==> src/rtl/bm_chan_pkg.sv <==
package bm_chan_pkg;
  localparam int PTR_BYTES = 4;
  localparam int BYTE_W    = 8;

  // register byte offsets
  localparam int OFF_CMD  = 0;
  localparam int OFF_STAT = 2;
  localparam int OFF_PTR  = 4;

  // command bit positions
  localparam int CMD_RUN = 0;
  localparam int CMD_DIR = 3;

  // status bit positions
  localparam int ST_ACTIVE = 0;
  localparam int ST_ERR    = 1;
  localparam int ST_INT    = 2;
  localparam int ST_USR0   = 5;
  localparam int ST_USR1   = 6;

  typedef struct packed {
    logic                 cmdWr;
    logic                 statWr;
    logic [PTR_BYTES-1:0] ptrLaneWr;
    logic                 runRise;
    logic                 runFall;
    logic                 irqRise;
    logic [BYTE_W-1:0]    wrData;
  } ctrl_strobe_t;
endpackage

==> src/rtl/bm_chan_ctrl.sv <==
module bm_chan_ctrl
  import bm_chan_pkg::*;
#(
  parameter int ADDR_W = 3
) (
  input  logic              clk,
  input  logic              rstN,
  input  logic              regWrEn,
  input  logic [ADDR_W-1:0] regAddr,
  input  logic [BYTE_W-1:0] regWrData,
  input  logic              drvIrq,
  input  logic              runQ,
  input  logic              activeQ,
  output ctrl_strobe_t      strobe,
  output logic              dmaKick,
  output logic              dmaCancel,
  output logic              irqOut
);
  logic irqPrev;
  logic cmdHit;
  logic [PTR_BYTES-1:0] laneHit;

  assign cmdHit = regWrEn && (regAddr == ADDR_W'(OFF_CMD));

  for (genvar k = 0; k < PTR_BYTES; k++) begin : g_lane
    assign laneHit[k] = regWrEn && (regAddr == ADDR_W'(OFF_PTR + k));
  end

  always_comb begin
    strobe.cmdWr     = cmdHit;
    strobe.statWr    = regWrEn && (regAddr == ADDR_W'(OFF_STAT));
    strobe.ptrLaneWr = laneHit;
    strobe.runRise   = cmdHit && regWrData[CMD_RUN] && !runQ;
    strobe.runFall   = cmdHit && !regWrData[CMD_RUN] && runQ;
    strobe.irqRise   = drvIrq && !irqPrev;
    strobe.wrData    = regWrData;
  end

  always_ff @(posedge clk) begin
    if (!rstN) begin
      irqPrev   <= 1'b0;
      dmaKick   <= 1'b0;
      dmaCancel <= 1'b0;
    end else begin
      irqPrev   <= drvIrq;
      dmaKick   <= strobe.runRise && !activeQ;
      dmaCancel <= strobe.runFall;
    end
  end

  assign irqOut = irqPrev;
endmodule

==> src/rtl/bm_chan_dp.sv <==
module bm_chan_dp
  import bm_chan_pkg::*;
#(
  parameter int ADDR_W     = 3,
  parameter int DESC_BYTES = 8
) (
  input  logic                        clk,
  input  logic                        rstN,
  input  ctrl_strobe_t                strobe,
  input  logic                        engDone,
  input  logic                        engError,
  input  logic                        engAdvance,
  input  logic [ADDR_W-1:0]           regAddr,
  output logic [BYTE_W-1:0]           regRdData,
  output logic                        runQ,
  output logic                        activeQ,
  output logic [BYTE_W-1:0]           cmdByte,
  output logic [BYTE_W-1:0]           statByte,
  output logic [PTR_BYTES*BYTE_W-1:0] basePtr,
  output logic [PTR_BYTES*BYTE_W-1:0] curPtr
);
  localparam int PTR_W = PTR_BYTES * BYTE_W;

  logic       dirQ;
  logic       errQ;
  logic       intQ;
  logic [1:0] usrQ;

  // command byte
  always_ff @(posedge clk) begin
    if (!rstN) begin
      runQ <= 1'b0;
      dirQ <= 1'b0;
    end else if (strobe.cmdWr) begin
      runQ <= strobe.wrData[CMD_RUN];
      dirQ <= strobe.wrData[CMD_DIR];
    end
  end

  // status byte: active is owned by hardware
  always_ff @(posedge clk) begin
    if (!rstN) begin
      activeQ <= 1'b0;
      errQ    <= 1'b0;
      intQ    <= 1'b0;
      usrQ    <= 2'b00;
    end else begin
      if (strobe.runRise)
        activeQ <= 1'b1;
      else if (strobe.runFall || engDone)
        activeQ <= 1'b0;

      if (engError)
        errQ <= 1'b1;
      else if (strobe.statWr && strobe.wrData[ST_ERR])
        errQ <= 1'b0;

      if (strobe.irqRise)
        intQ <= 1'b1;
      else if (strobe.statWr && strobe.wrData[ST_INT])
        intQ <= 1'b0;

      if (strobe.statWr)
        usrQ <= {strobe.wrData[ST_USR1], strobe.wrData[ST_USR0]};
    end
  end

  // base pointer, one register per byte lane
  for (genvar k = 0; k < PTR_BYTES; k++) begin : g_base
    logic [BYTE_W-1:0] laneQ;
    always_ff @(posedge clk) begin
      if (!rstN)
        laneQ <= '0;
      else if (strobe.ptrLaneWr[k])
        laneQ <= strobe.wrData;
    end
    if (k == 0) begin : g_low
      assign basePtr[BYTE_W-1:0] = {laneQ[BYTE_W-1:2], 2'b00};
    end else begin : g_high
      assign basePtr[k*BYTE_W +: BYTE_W] = laneQ;
    end
  end

  // current pointer handed to the engine
  always_ff @(posedge clk) begin
    if (!rstN)
      curPtr <= '0;
    else if (strobe.runRise)
      curPtr <= basePtr;
    else if (engAdvance)
      curPtr <= curPtr + PTR_W'(DESC_BYTES);
  end

  always_comb begin
    cmdByte            = '0;
    cmdByte[CMD_RUN]   = runQ;
    cmdByte[CMD_DIR]   = dirQ;
    statByte           = '0;
    statByte[ST_ACTIVE] = activeQ;
    statByte[ST_ERR]   = errQ;
    statByte[ST_INT]   = intQ;
    statByte[ST_USR0]  = usrQ[0];
    statByte[ST_USR1]  = usrQ[1];
  end

  always_comb begin
    regRdData = '0;
    if (regAddr == ADDR_W'(OFF_CMD))
      regRdData = cmdByte;
    else if (regAddr == ADDR_W'(OFF_STAT))
      regRdData = statByte;
    else
      for (int k = 0; k < PTR_BYTES; k++)
        if (regAddr == ADDR_W'(OFF_PTR + k))
          regRdData = basePtr[k*BYTE_W +: BYTE_W];
  end
endmodule

==> src/rtl/bm_chan_regs.sv <==
module bm_chan_regs
  import bm_chan_pkg::*;
#(
  parameter int ADDR_W     = 3,
  parameter int DESC_BYTES = 8,
  localparam int PTR_W     = PTR_BYTES * BYTE_W
) (
  input  logic              clk,
  input  logic              rstN,
  input  logic              regWrEn,
  input  logic [ADDR_W-1:0] regAddr,
  input  logic [BYTE_W-1:0] regWrData,
  output logic [BYTE_W-1:0] regRdData,
  input  logic              drvIrq,
  output logic              irqOut,
  input  logic              engDone,
  input  logic              engError,
  input  logic              engAdvance,
  output logic              dmaKick,
  output logic              dmaCancel,
  output logic [PTR_W-1:0]  curPtr
);
  ctrl_strobe_t      strobe;
  logic              runQ;
  logic              activeQ;
  logic [BYTE_W-1:0] cmdByte;
  logic [BYTE_W-1:0] statByte;
  logic [PTR_W-1:0]  basePtr;

  bm_chan_ctrl #(.ADDR_W(ADDR_W)) ctrl_i (
    .clk       (clk),
    .rstN      (rstN),
    .regWrEn   (regWrEn),
    .regAddr   (regAddr),
    .regWrData (regWrData),
    .drvIrq    (drvIrq),
    .runQ      (runQ),
    .activeQ   (activeQ),
    .strobe    (strobe),
    .dmaKick   (dmaKick),
    .dmaCancel (dmaCancel),
    .irqOut    (irqOut)
  );

  bm_chan_dp #(.ADDR_W(ADDR_W), .DESC_BYTES(DESC_BYTES)) dp_i (
    .clk        (clk),
    .rstN       (rstN),
    .strobe     (strobe),
    .engDone    (engDone),
    .engError   (engError),
    .engAdvance (engAdvance),
    .regAddr    (regAddr),
    .regRdData  (regRdData),
    .runQ       (runQ),
    .activeQ    (activeQ),
    .cmdByte    (cmdByte),
    .statByte   (statByte),
    .basePtr    (basePtr),
    .curPtr     (curPtr)
  );
endmodule

==> config.mk <==
export PLATFORM = sky130hd
export DESIGN_NAME = bm_chan_regs
export DESIGN_NICKNAME = d
export VERILOG_FILES = /design/src/rtl/bm_chan_pkg.sv /design/src/rtl/bm_chan_ctrl.sv /design/src/rtl/bm_chan_dp.sv /design/src/rtl/bm_chan_regs.sv
export SDC_FILE = /design/constraint.sdc
export NUM_CORES = 1
export LEC_CHECK = 0
export BUFFER_PORTS_ARGS = -buffer_cell sky130_fd_sc_hd__buf_2
export CAP_MARGIN = 20
export CELL_PAD_IN_SITES_DETAIL_PLACEMENT = 1
export CELL_PAD_IN_SITES_GLOBAL_PLACEMENT = 2
export CORE_UTILIZATION = 35
export DETAILED_ROUTE_END_ITERATION = 8
export GPL_TIMING_DRIVEN = 0
export PLACE_DENSITY = 0.82
export REMOVE_ABC_BUFFERS = 1
export SLEW_MARGIN = 20
export SYNTH_ARGS = -nofsm -noshare
export SYNTH_HDL_FRONTEND = slang
export SYNTH_HIERARCHICAL = 1
export SYNTH_SLANG_ARGS = --single-unit
==> constraint.sdc <==
create_clock -name clk -period 6.65 [get_ports clk]
set_input_delay 1.33 -clock clk [delete_from_list [all_inputs] [get_ports clk]]
set_output_delay 1.33 -clock clk [all_outputs]
set_load 0.02 [all_outputs]
After elaboration in Yosys (flattened, before gate mapping)
Index checks and enable logic that the tools add are counted.
{"block": "totals", "output_inout_bits": 43, "wordCells": 61, "in_bits": 18, "ff_bits": 74}
{"block": "classes", "add_sub_neg": 1, "n_reduce_logical": 25, "bitwise_logic": 1, "n_mux": 14, "eq_ne": 5}
{"op": "$mux W32", "count": 2}
{"op": "$mux W8", "count": 6}
{"op": "$add A32 B4 Y32 const B", "count": 1}
{"op": "$logic_and A1 B1 Y1", "count": 14}
{"op": "$eq A3 B3 Y1 const B", "count": 4}
{"op": "$reduce_bool A2 Y1", "count": 4}
{"op": "$mux W1", "count": 6}
{"op": "$logic_not A1 Y1", "count": 4}
{"op": "$eq A3 B2 Y1 const B", "count": 1}
{"op": "$logic_not A3 Y1", "count": 1}
{"op": "$reduce_or A2 Y1", "count": 1}
{"op": "$logic_or A1 B1 Y1", "count": 1}
{"op": "$not A1 Y1", "count": 1}

Logic depth before layout (Yosys ltp)
Gate-level depths: netlist of the first run.
{"block": "depth", "word_depth": 7, "depth_mapped": 7, "depth_no_buf": 6}

Modules after synthesis
The synthesis of the first run kept the hierarchy.
{"module": "bm_chan_dp", "seq_area_each_um2": 1341.3, "cells_each": 411, "instances": 1, "area_per_inst_um2": 3542.1}
{"module": "bm_chan_ctrl", "seq_area_each_um2": 60.1, "cells_each": 30, "instances": 1, "area_per_inst_um2": 250.2}

Worst setup path before layout of the first run
Ideal clock, no wire load.
{"block": "synth_path", "path_kind": "input to output", "start": "input regAddr[1]", "end": "output regRdData[3]", "setup_slack_ns": 2.583, "cell_stages": 5, "arrival_ns": 2.737, "t_required_ns": 5.320, "path_buffers": 1, "cell_sequence": "clkbuf_1 -> inv_1 -> a221oi_1 -> a21oi_1 -> nor3_1"}
{"block": "synth_via", "elab_chain_len": 7, "elab_cells_between_ends": 12, "classes_between": "5 x eq/ne; 6 x mux; 1 x reduce/logical"}
{"element": "from (decl)", "line_no": "bm_chan_regs.sv:11", "rtl": "input logic [ADDR_W-1:0] regAddr,"}
{"element": "$eq A3 B3 Y1", "line_no": "bm_chan_dp.sv:114", "rtl": "if (regAddr == ADDR_W'(OFF_PTR + k))"}
{"element": "$mux W8 (4 in a row)", "line_no": "bm_chan_dp.sv:114"}
{"element": "$mux W8", "line_no": "bm_chan_dp.sv:110", "rtl": "else if (regAddr == ADDR_W'(OFF_STAT))"}
{"element": "$mux W8 *", "line_no": "bm_chan_dp.sv:108", "rtl": "if (regAddr == ADDR_W'(OFF_CMD))"}
{"element": "to (decl)", "line_no": "bm_chan_regs.sv:13", "rtl": "output logic [BYTE_W-1:0] regRdData,"}
Every way passes the cells marked *; elsewhere a longest branch is shown, timed or not.

Worst setup path in the final report of the first run
{"block": "layout_path", "start": "input regAddr[0]", "end": "output regRdData[3]"}
Same word-level chain as after synthesis.

==> results of run 1 <==
layout make-up:
type	instances	area, µm²	area share [%]
multi-input combinational	307	2064	48.57
clock buffer	13	178.9	4.210
inverter	14	52.55	1.236
timing repair buffer	62	344.1	8.095
sequential	70	1401	32.97
clock inverter	2	38.79	0.9126
tap	136	170.2	4.004
cells in the final DEF (no fill, tap or decap), types with 3 or more instances in the layout:
cell type                  count
sky130_fd_sc_hd__nor2_1       56
sky130_fd_sc_hd__or4_1         6
sky130_fd_sc_hd__dfxtp_1      70
sky130_fd_sc_hd__nor3_1        6
sky130_fd_sc_hd__a21oi_1      15
sky130_fd_sc_hd__nand4_1       4
sky130_fd_sc_hd__o21ai_0      25
sky130_fd_sc_hd__nand2_1      28
sky130_fd_sc_hd__inv_1        13
sky130_fd_sc_hd__o31a_1        4
sky130_fd_sc_hd__nand2b_1      6
sky130_fd_sc_hd__a31oi_1      11
sky130_fd_sc_hd__nor4_1        8
sky130_fd_sc_hd__clkbuf_8     13
sky130_fd_sc_hd__buf_2        58
sky130_fd_sc_hd__mux2i_1      41
sky130_fd_sc_hd__and2_1        3
sky130_fd_sc_hd__or3_2         3
sky130_fd_sc_hd__or3_1        11
sky130_fd_sc_hd__o31ai_1       4
sky130_fd_sc_hd__and3_1        3
sky130_fd_sc_hd__o311a_1       5
sky130_fd_sc_hd__mux4_2        5
sky130_fd_sc_hd__nor3_2        3
sky130_fd_sc_hd__xnor2_1       8
sky130_fd_sc_hd__nand3_1      14
per-stage QoR:
| stage | std cells | area [µm²] | hold slack [ps] | total power, mW |
|---|---|---|---|---|
| global placement | 585 | 3963 | 463.8 | 0.5245 |
| global route | 604 | 4250 | 536.3 | 0.9293 |
| finish | 604 | 4250 | 497.7 | 0.8931 |
| CTS | 604 | 4250 | 501.8 | 0.9031 |
| detailed placement | 589 | 4033 | 480.1 | 0.5293 |
| floorplan | 391 | 3502 | 444.2 | 0.4901 |
path summary, 6_finish.rpt:
kind	startpoint	endpoint
setup / recovery	regAddr[0]	regRdData[3]
hold / removal	dp_i/curPtr[2]	dp_i/curPtr[2]
setup reg to reg	dp_i/runQ	dp_i/curPtr[21]
hold reg to reg	dp_i/curPtr[2]	dp_i/curPtr[2]
worst max-delay path, stage by stage:
cell and delay, ps:
sky130_fd_sc_hd__buf_2 360, sky130_fd_sc_hd__nor2b_1 240, sky130_fd_sc_hd__a221oi_1 420, sky130_fd_sc_hd__a21oi_1 110
sky130_fd_sc_hd__nor3_1 220, sky130_fd_sc_hd__buf_2 200
routing by layer:
layer | vias up | wire length, µm | GRT usage, %
met5 | - | 0 | 0
met4 | 0 | 89 | 4.898
met3 | 6 | 303 | 4.449
met2 | 50 | 5514 | 35.76
met1 | 1685 | 5123 | 26.53
li1 | 1593 | - | -
flip-flops by register name, indices dropped and copies added (netlist names):
signal             count
ctrl_i/dmaCancel       1
ctrl_i/dmaKick         1
ctrl_i/irqOut          1
dp_i/activeQ           1
dp_i/curPtr           30
dp_i/dirQ              1
dp_i/errQ              1
dp_i/g_base.laneQ     30
dp_i/intQ              1
dp_i/runQ              1
dp_i/usrQ              2
power breakdown:
group	total (mW)	internal [mW]	leakage (nW)	switching (mW)
logic	0.0793	0.0291	0.908	0.0503
registers	0.441	0.429	0.567	0.0119
clock network	0.373	0.213	0.112	0.160
==> impl_summary.txt, run 1 <==
----------------------------------------------------
[Outcome]
  Result of the run ... finished, final reports clean

[CTS]
  TritonCTS Buffers ... 9
  Clock-pin slew reported for the worst setup and hold paths after clock tree synthesis ... 70 ps
  Clock tree from TritonCTS ... done
  # clock sinks ... 70
  Total of cells resized after clock tree synthesis ... 0
  Clock tree root buffer cell ... sky130_fd_sc_hd__clkbuf_8
  Setup Buffers After CTS ... 0
  Worst skew pair latency ... 350 ps
  Bufs on Longest Clock Path ... 2
  Maximum level of the CTS H-tree ... 3
  CTS Hold Buffers Added ... 0

[STA]
  Final setup violation count ... 0
  Final-layout setup total negative slack ... 0 ps
  Max Transition Viols Final ... 0
  Maximum achievable frequency ... 0.2368 GHz
  Clock period minus worst slack ... 4223 ps
  Slack of the critical path ... 2427 ps
  Final critical-path share of the clock period ... 63.50%
  Count of final hold-check violations ... 0
  Relative max-transition margin ... 28.90%
  Post-route clock skew ... 10.20 ps
  Actual slew at the worst max-slew pin ... 1063 ps
  Setup repair after global routing missed its margin ... no

[Power and ir drop]
  Max rail drop VDD ... 0.09796 mV
  Leakage ... 1.587 nW
  Power per cell area ... 210.1 nW/µm²

[Routing]
  Total iterations of the first detailed-routing run ... 4
  DRC marker count from the first detailed-route iteration ... 134
  Wire per inst ... 18.26 µm
  Count of antenna-violating nets left after detailed routing ... 0
  DR DRC count ... 0
  Detailed-route via count ... 3334
  Detailed Route WL ... 11.03 mm
  Detailed-route vias per instance ... 5.520

[Finish]
  Area delta synth->final ... 15.74%
  Number of nets in the layout ... 483
  Layout filler cell count ... 1226
  Fraction of layout cells with a size suffix above 1 ... 21.37%
  # diodes ... 0
  End-of-flow core utilization ... 41.54%

[Synthesis]
  Post-synthesis instance area ... 3672 µm²
  Number of standard cells after synthesis ... 425
  Synth warnings ... 6
  Average instance area after synthesis ... 8.641 µm²

[Global route]
  Vias in the first global route ... 3332
  Pin count of the biggest net entering global routing ... 44
  Wire length of the first global-routing pass ... 17.84 mm
  Total Routing Usage GR ... 20.85%
  Antenna violations before repair ... 0
  Overall overflow remaining after global route ... 0

[Critical path]
  Sort of element at the start of the critical path ... input pin
  Data required, critical path ... 5320 ps
  Internal reg-to-reg setup slack ... 4290 ps
  Max FO, Critical Path ... 17
  Critical Setup Path Class ... input pin to output pin
  Critical path data arrival time ... 2890 ps
  Category of the worst setup path capture point ... output pin
  Path depth of the worst reg2reg path ... 4

[Die]
  Width of the die ... 104.4 µm
  I/O pin count ... 61
  Number of cell rows ... 37
  DIE HEIGHT ... 104.4 µm
  Die Area ... 10910 µm²
  Starting Density ... 35.89%
  Core footprint ... 10230 µm²

[Place]
  Worst slack after detailed placement ... 2432 ps
  Final weighted congestion in routability-driven placement ... 0.7930
  Detailed-placement wirelength estimate ... 8.137 mm
  IO Port Bufs ... 58

[Worst hold path]
  Worst hold path type ... flop to flop
  Number of cells on the worst hold path ... 2

[Flow run]
  Maxcap violations ... 0

----------------------------------------------------
(Power assumes the default switching activity.)
==> run 2: changes to the inputs <==
Settings changed: CORE_UTILIZATION 35 to 34, PLACE_DENSITY 0.82 to 0.8.
Clock period 6.65 ns to 4.4 ns, I/O delays scaled along.
==> impl_summary.txt, run 2 (same netlist as run 1, synthesis figures left out) <==
----------------------------------------------------
[Die]
  DIE HEIGHT ... 105.9 µm (+1.4%)
  Width of the die ... 105.9 µm (+1.4%)
  I/O pin count ... 61 (unchanged)
  Die Area ... 11220 µm² (+2.9%)
  Starting Density ... 35.26% (-0.64 points)
  Number of cell rows ... 37 (unchanged)
  Core footprint ... 10420 µm² (+1.8%)

[Power and ir drop]
  Design Power ... 1.288 mW (+44%)
  Leakage ... 1.570 nW (-1.1%)
  Max rail drop VDD ... 0.1443 mV (+47%)
  Power per cell area ... 305.6 nW/µm² (+45%)

[CTS]
  # clock sinks ... 70 (unchanged)
  Bufs on Longest Clock Path ... 2 (unchanged)
  Maximum level of the CTS H-tree ... 3 (unchanged)
  Clock tree root buffer cell ... sky130_fd_sc_hd__clkbuf_8
  Worst skew pair latency ... 350 ps (about the same)
  CTS Hold Buffers Added ... 0 (unchanged)
  Clock-pin slew reported for the worst setup and hold paths after clock tree synthesis ... 70 ps (about the same)
  Setup Buffers After CTS ... 0 (unchanged)
  TritonCTS Buffers ... 9 (unchanged)
  Total of cells resized after clock tree synthesis ... 0 (unchanged)
  Clock tree from TritonCTS ... done

[Critical path]
  Sort of element at the start of the critical path ... input pin
  Category of the worst setup path capture point ... output pin
  Critical path data arrival time ... 2430 ps (-460 ps)
  Critical Setup Path Class ... input pin to output pin
  Max FO, Critical Path ... 17 (unchanged)
  Data required, critical path ... 3520 ps (-1800 ps)

[STA]
  Relative max-transition margin ... 33.63% (+4.7 points)
  Setup repair after global routing missed its margin ... no
  Final critical-path share of the clock period ... 75.28%
  Max Transition Viols Final ... 0 (unchanged)
  Maximum achievable frequency ... 0.3019 GHz
  Post-route clock skew ... 9.395 ps (-0.8070 ps)
  Clock period minus worst slack ... 3312 ps
  Actual slew at the worst max-slew pin ... 991.9 ps (-70.59 ps)
  Worst hold margin ... 498.8 ps (+1.106 ps)
  Final setup violation count ... 0 (unchanged)
  Slack of the critical path ... 1088 ps (-1339 ps)
  Final-layout setup total negative slack ... 0 ps (unchanged)
  Count of final hold-check violations ... 0 (unchanged)

[Flow run]
  Maxcap violations ... 0 (unchanged)

[Outcome]
  Result of the run ... finished, final reports clean

[Routing]
  DRC marker count from the first detailed-route iteration ... 142 (+6.0%)
  DR DRC count ... 0 (unchanged)
  Detailed-route vias per instance ... 5.460 (-1.1%)
  Count of antenna-violating nets left after detailed routing ... 0 (unchanged)
  Detailed Route WL ... 11.12 mm (+0.76%)
  Total iterations of the first detailed-routing run ... 4 (unchanged)
  Wire per inst ... 18.40 µm (+0.76%)
  Detailed-route via count ... 3298 (-1.1%)

[Finish]
  Largest registers in the final layout ... dp_i/curPtr x30, dp_i/g_base.laneQ x30, dp_i/usrQ x2
  Design area ... 4215 µm² (-0.82%)
  # diodes ... 0 (unchanged)
  Fin cells ... 604 (unchanged)
  Most common library cell in the layout ignoring fill and taps ... sky130_fd_sc_hd__dfxtp_1
  Area delta synth->final ... 14.79%
  Most frequent cells in the layout ... sky130_fd_sc_hd__dfxtp_1, sky130_fd_sc_hd__buf_2, sky130_fd_sc_hd__nor2_1
  End-of-flow core utilization ... 40.47% (-1.1 points)
  Number of nets in the layout ... 483 (unchanged)
  Fraction of layout cells with a size suffix above 1 ... 20.94% (-0.43 points)

[Place]
  Final weighted congestion in routability-driven placement ... 0.7674 (-3.2%)
  Worst slack after detailed placement ... 1071 ps (-1361 ps)
  Post-DP Area ... 4029 µm² (about the same)
  IO Port Bufs ... 58 (unchanged)
  Detailed-placement wirelength estimate ... 8.143 mm (about the same)
  Total instance count after detailed placement ... 589 (unchanged)

[Global route]
  Pin count of the biggest net entering global routing ... 41 (-6.8%)
  Wire length of the first global-routing pass ... 17.79 mm (-0.31%)
  Antenna violations before repair ... 0 (unchanged)
  Vias in the first global route ... 3300 (-0.96%)
  Overall overflow remaining after global route ... 0 (unchanged)
  Total Routing Usage GR ... 20.97% (+0.12 points)

[Worst hold path]
  Worst hold path type ... flop to flop

----------------------------------------------------
==> run 2: worst paths after layout <==
check | start | to | slack [ps] | cells after the start
min reg2reg | dp_i/g_base[1].laneQ[1] | dp_i/curPtr[9] | 500 | 2
max reg2reg | dp_i/curPtr[3] | dp_i/curPtr[21] | 2140 | 5
min | dp_i/g_base[1].laneQ[1] | dp_i/curPtr[9] | 500 | 2
max | regAddr[0] | regRdData[3] | 1090 | 6
==> run 2: cell type report <==
cell class	count	area (µm²)
Fill cell	1275	6201
Multi-Input combinational cell	307	2064
Sequential cell	70	1401
Timing Repair Buffer	62	340.3
Clock buffer	15	186.4
Tap cell	136	170.2
Inverter	14	52.55
==> run 2: report_power, final <==
part / internal [mW] / total (mW) / switching, mW
combinational: 0.0437 / 0.119 / 0.0754
sequential: 0.648 / 0.665 / 0.0174
clock: 0.264 / 0.504 / 0.239
total: 0.956 / 1.29 / 0.332
==> run 2: critical path: stages <==
cell                       delay [ps]
sky130_fd_sc_hd__buf_2            350
sky130_fd_sc_hd__nor2b_1          250
sky130_fd_sc_hd__a221oi_1         420
sky130_fd_sc_hd__a21oi_1          110
sky130_fd_sc_hd__nor3_1           210
sky130_fd_sc_hd__buf_2            200
==> run 2: routing by layer <==
metal / track usage (%) / routed length, µm / vias to the layer above / part of all wire (%)
met5: 0 / 0 / - / 0
met4: 8.234 / 184 / 0 / 1.7
li1: - / - / 1599 / -
met2: 34.55 / 5304 / 58 / 48
met1: 27.65 / 5248 / 1630 / 47
met3: 3.066 / 377 / 11 / 3.4
==> run 3: changes to the inputs <==
Settings changed: CORE_UTILIZATION 34 to 31, PLACE_DENSITY 0.8 to 0.77.
Clock period 4.4 ns to 2.7 ns, I/O delays scaled along.
==> impl_summary.txt, run 3 (same netlist as run 1, synthesis figures left out) <==
----------------------------------------------------
[Outcome]
  Result of the run ... finished, final reports clean

[Critical path]
  Cell at the slowest stage of the critical path ... sky130_fd_sc_hd__nor2b_1
  Critical path data arrival time ... 2020 ps (-410 ps)
  Slowest stage delay, CP ... 540 ps (+120 ps)
  Max FO, Critical Path ... 14 (-3)
  Critical-path cell list ... buf_2 -> nor2b_1 -> a221oi_1 -> a21oi_1 -> nor3_1 -> buf_2
  Critical Setup Path Class ... input pin to output pin
  Data required, critical path ... 2160 ps (-1360 ps)
  Category of the worst setup path capture point ... output pin
  Critical Path Most Common Cell ... sky130_fd_sc_hd__buf_2
  Sort of element at the start of the critical path ... input pin

[Routing]
  DR DRC count ... 0 (unchanged)
  Detailed Route WL ... 11.52 mm (+3.7%)
  DRC marker count from the first detailed-route iteration ... 138 (-2.8%)
  Wire per inst ... 18.77 µm (+2.0%)
  Detailed-route vias per instance ... 5.402 (-1.1%)
  Count of antenna-violating nets left after detailed routing ... 0 (unchanged)
  Total iterations of the first detailed-routing run ... 4 (unchanged)
  Detailed-route via count ... 3317 (+0.58%)

[STA]
  Count of final hold-check violations ... 0 (unchanged)
  Actual slew at the worst max-slew pin ... 1111 ps (+118.7 ps)
  Final setup violation count ... 0 (unchanged)
  Final critical-path share of the clock period ... 94.97%
  Relative max-transition margin ... 25.68% (-7.9 points)
  Maximum achievable frequency ... 0.3900 GHz
  Post-route clock skew ... 5.242 ps (-4.153 ps)
  Worst hold margin ... 431.5 ps (-67.24 ps)
  Max Transition Viols Final ... 0 (unchanged)
  Setup repair after global routing missed its margin ... no
  Final-layout setup total negative slack ... 0 ps (unchanged)
  Clock period minus worst slack ... 2564 ps

[Global route]
  Antenna violations before repair ... 0 (unchanged)
  Total Routing Usage GR ... 19.38% (-1.6 points)
  Wire length of the first global-routing pass ... 18.57 mm (+4.4%)
  Pin count of the biggest net entering global routing ... 42 (+2.4%)
  Overall overflow remaining after global route ... 0 (unchanged)
  Vias in the first global route ... 3347 (+1.4%)

[Die]
  I/O pin count ... 61 (unchanged)
  Number of cell rows ... 39 (+5.4%)
  Width of the die ... 110.8 µm (+4.6%)
  DIE HEIGHT ... 110.8 µm (+4.6%)
  Starting Density ... 32.02% (-3.2 points)
  Die Area ... 12290 µm² (+9.5%)
  Core footprint ... 11470 µm² (+10%)

[Finish]
  Number of nets in the layout ... 487 (+0.83%)
  Area delta synth->final ... 18.19%
  Fin cells ... 614 (+1.7%)
  Fraction of layout cells with a size suffix above 1 ... 21.66% (+0.72 points)
  Largest registers in the final layout ... dp_i/curPtr x30, dp_i/g_base.laneQ x30, dp_i/usrQ x2
  # diodes ... 0 (unchanged)
  Most frequent cells in the layout ... sky130_fd_sc_hd__dfxtp_1, sky130_fd_sc_hd__buf_2, sky130_fd_sc_hd__nor2_1
  End-of-flow core utilization ... 37.85% (-2.6 points)
  Most common library cell in the layout ignoring fill and taps ... sky130_fd_sc_hd__dfxtp_1
  Layout filler cell count ... 1366 (+7.1%)

[CTS]
  Clock tree from TritonCTS ... done
  Worst skew pair latency ... 320 ps (-30 ps)
  Maximum level of the CTS H-tree ... 3 (unchanged)
  CTS Hold Buffers Added ... 0 (unchanged)
  Clock-pin slew reported for the worst setup and hold paths after clock tree synthesis ... 50 ps (-20 ps)
  TritonCTS Buffers ... 9 (unchanged)
  # clock sinks ... 70 (unchanged)
  Clock tree root buffer cell ... sky130_fd_sc_hd__clkbuf_16
  Bufs on Longest Clock Path ... 2 (unchanged)

[Power and ir drop]
  Design Power ... 2.331 mW (+81%)
  Max rail drop VDD ... 0.2412 mV (+67%)
  Leakage ... 1.622 nW (+3.3%)
  Power per cell area ... 537.2 nW/µm² (+76%)

[Place]
  Total instance count after detailed placement ... 596 (+1.2%)
  Detailed-placement wirelength estimate ... 8.401 mm (+3.2%)
  IO Port Bufs ... 58 (unchanged)
  Final weighted congestion in routability-driven placement ... 0.7406 (-3.5%)

[Worst hold path]
  Worst hold path type ... input pin to flop

[Flow run]
  Maxcap violations ... 0 (unchanged)

----------------------------------------------------
## run 3: final cells by class
type,instances,area [µm²],area share [%]
multi-input combinational,307,2064,47.56
inverter,14,56.30,1.297
tap,143,178.9,4.122
sequential,70,1401,32.29
clock buffer,12,246.5,5.679
timing repair inverter,1,5.005,0.1153
timing repair buffer,65,377.9,8.706
clock inverter,2,10.01,0.2306
## run 3: timing repair
item                                    4_1_cts  5_1_grt
gates cloned                                  1        0
endpoints found under the setup margin       11        1
pin swaps                                     1        0
hold endpoints to repair                      0        0
setup buffers                                 3        0
gates resized for setup                       1        1
## run 3: through the flow
stage	worst slack, ps	instance area [µm²]
2_1_floorplan	-601.5	3502
3_3_place_gp	-2642	3971
3_5_place_dp	-608.3	4038
4_1_cts	58.75	4338
5_1_grt	35.59	4340
6_report	135.7	4340
## run 3: report_power, final
group | switching (mW) | leakage [nW] | internal, mW
sequential | 0.0286 | 0.567 | 1.06
clock | 0.411 | 0.128 | 0.633
combinational | 0.127 | 0.927 | 0.0733
total | 0.567 | 1.62 | 1.76
## run 3: critical path: cells and delay by family
family	cells	cell delay (ps)
buffers and inverters	2	480
AO/OA/AOI/OAI	2	390
AND/OR/NAND/NOR	2	620
## run 3: final timing paths
check,start,to,slack (ps),cells after the start
setup / recovery,regAddr[1],regRdData[3],140,6
hold / removal,drvIrq,ctrl_i/irqOut,430,2
setup reg to reg,dp_i/curPtr[3],dp_i/curPtr[23],430,5
hold reg to reg,dp_i/errQ,dp_i/errQ,490,2
## run 3: per-layer routing
| metal | global-route usage (%) | wire [µm] | vias to the layer above | share of wire (%) |
|---|---|---|---|---|
| met2 | 32.01 | 5597 | 55 | 49 |
| met3 | 2.515 | 241 | 10 | 2.1 |
| li1 | - | - | 1610 | - |
| met1 | 26.05 | 5569 | 1642 | 48 |
| met4 | 6.400 | 113 | 0 | 0.98 |
| met5 | 0 | 0 | - | 0 |
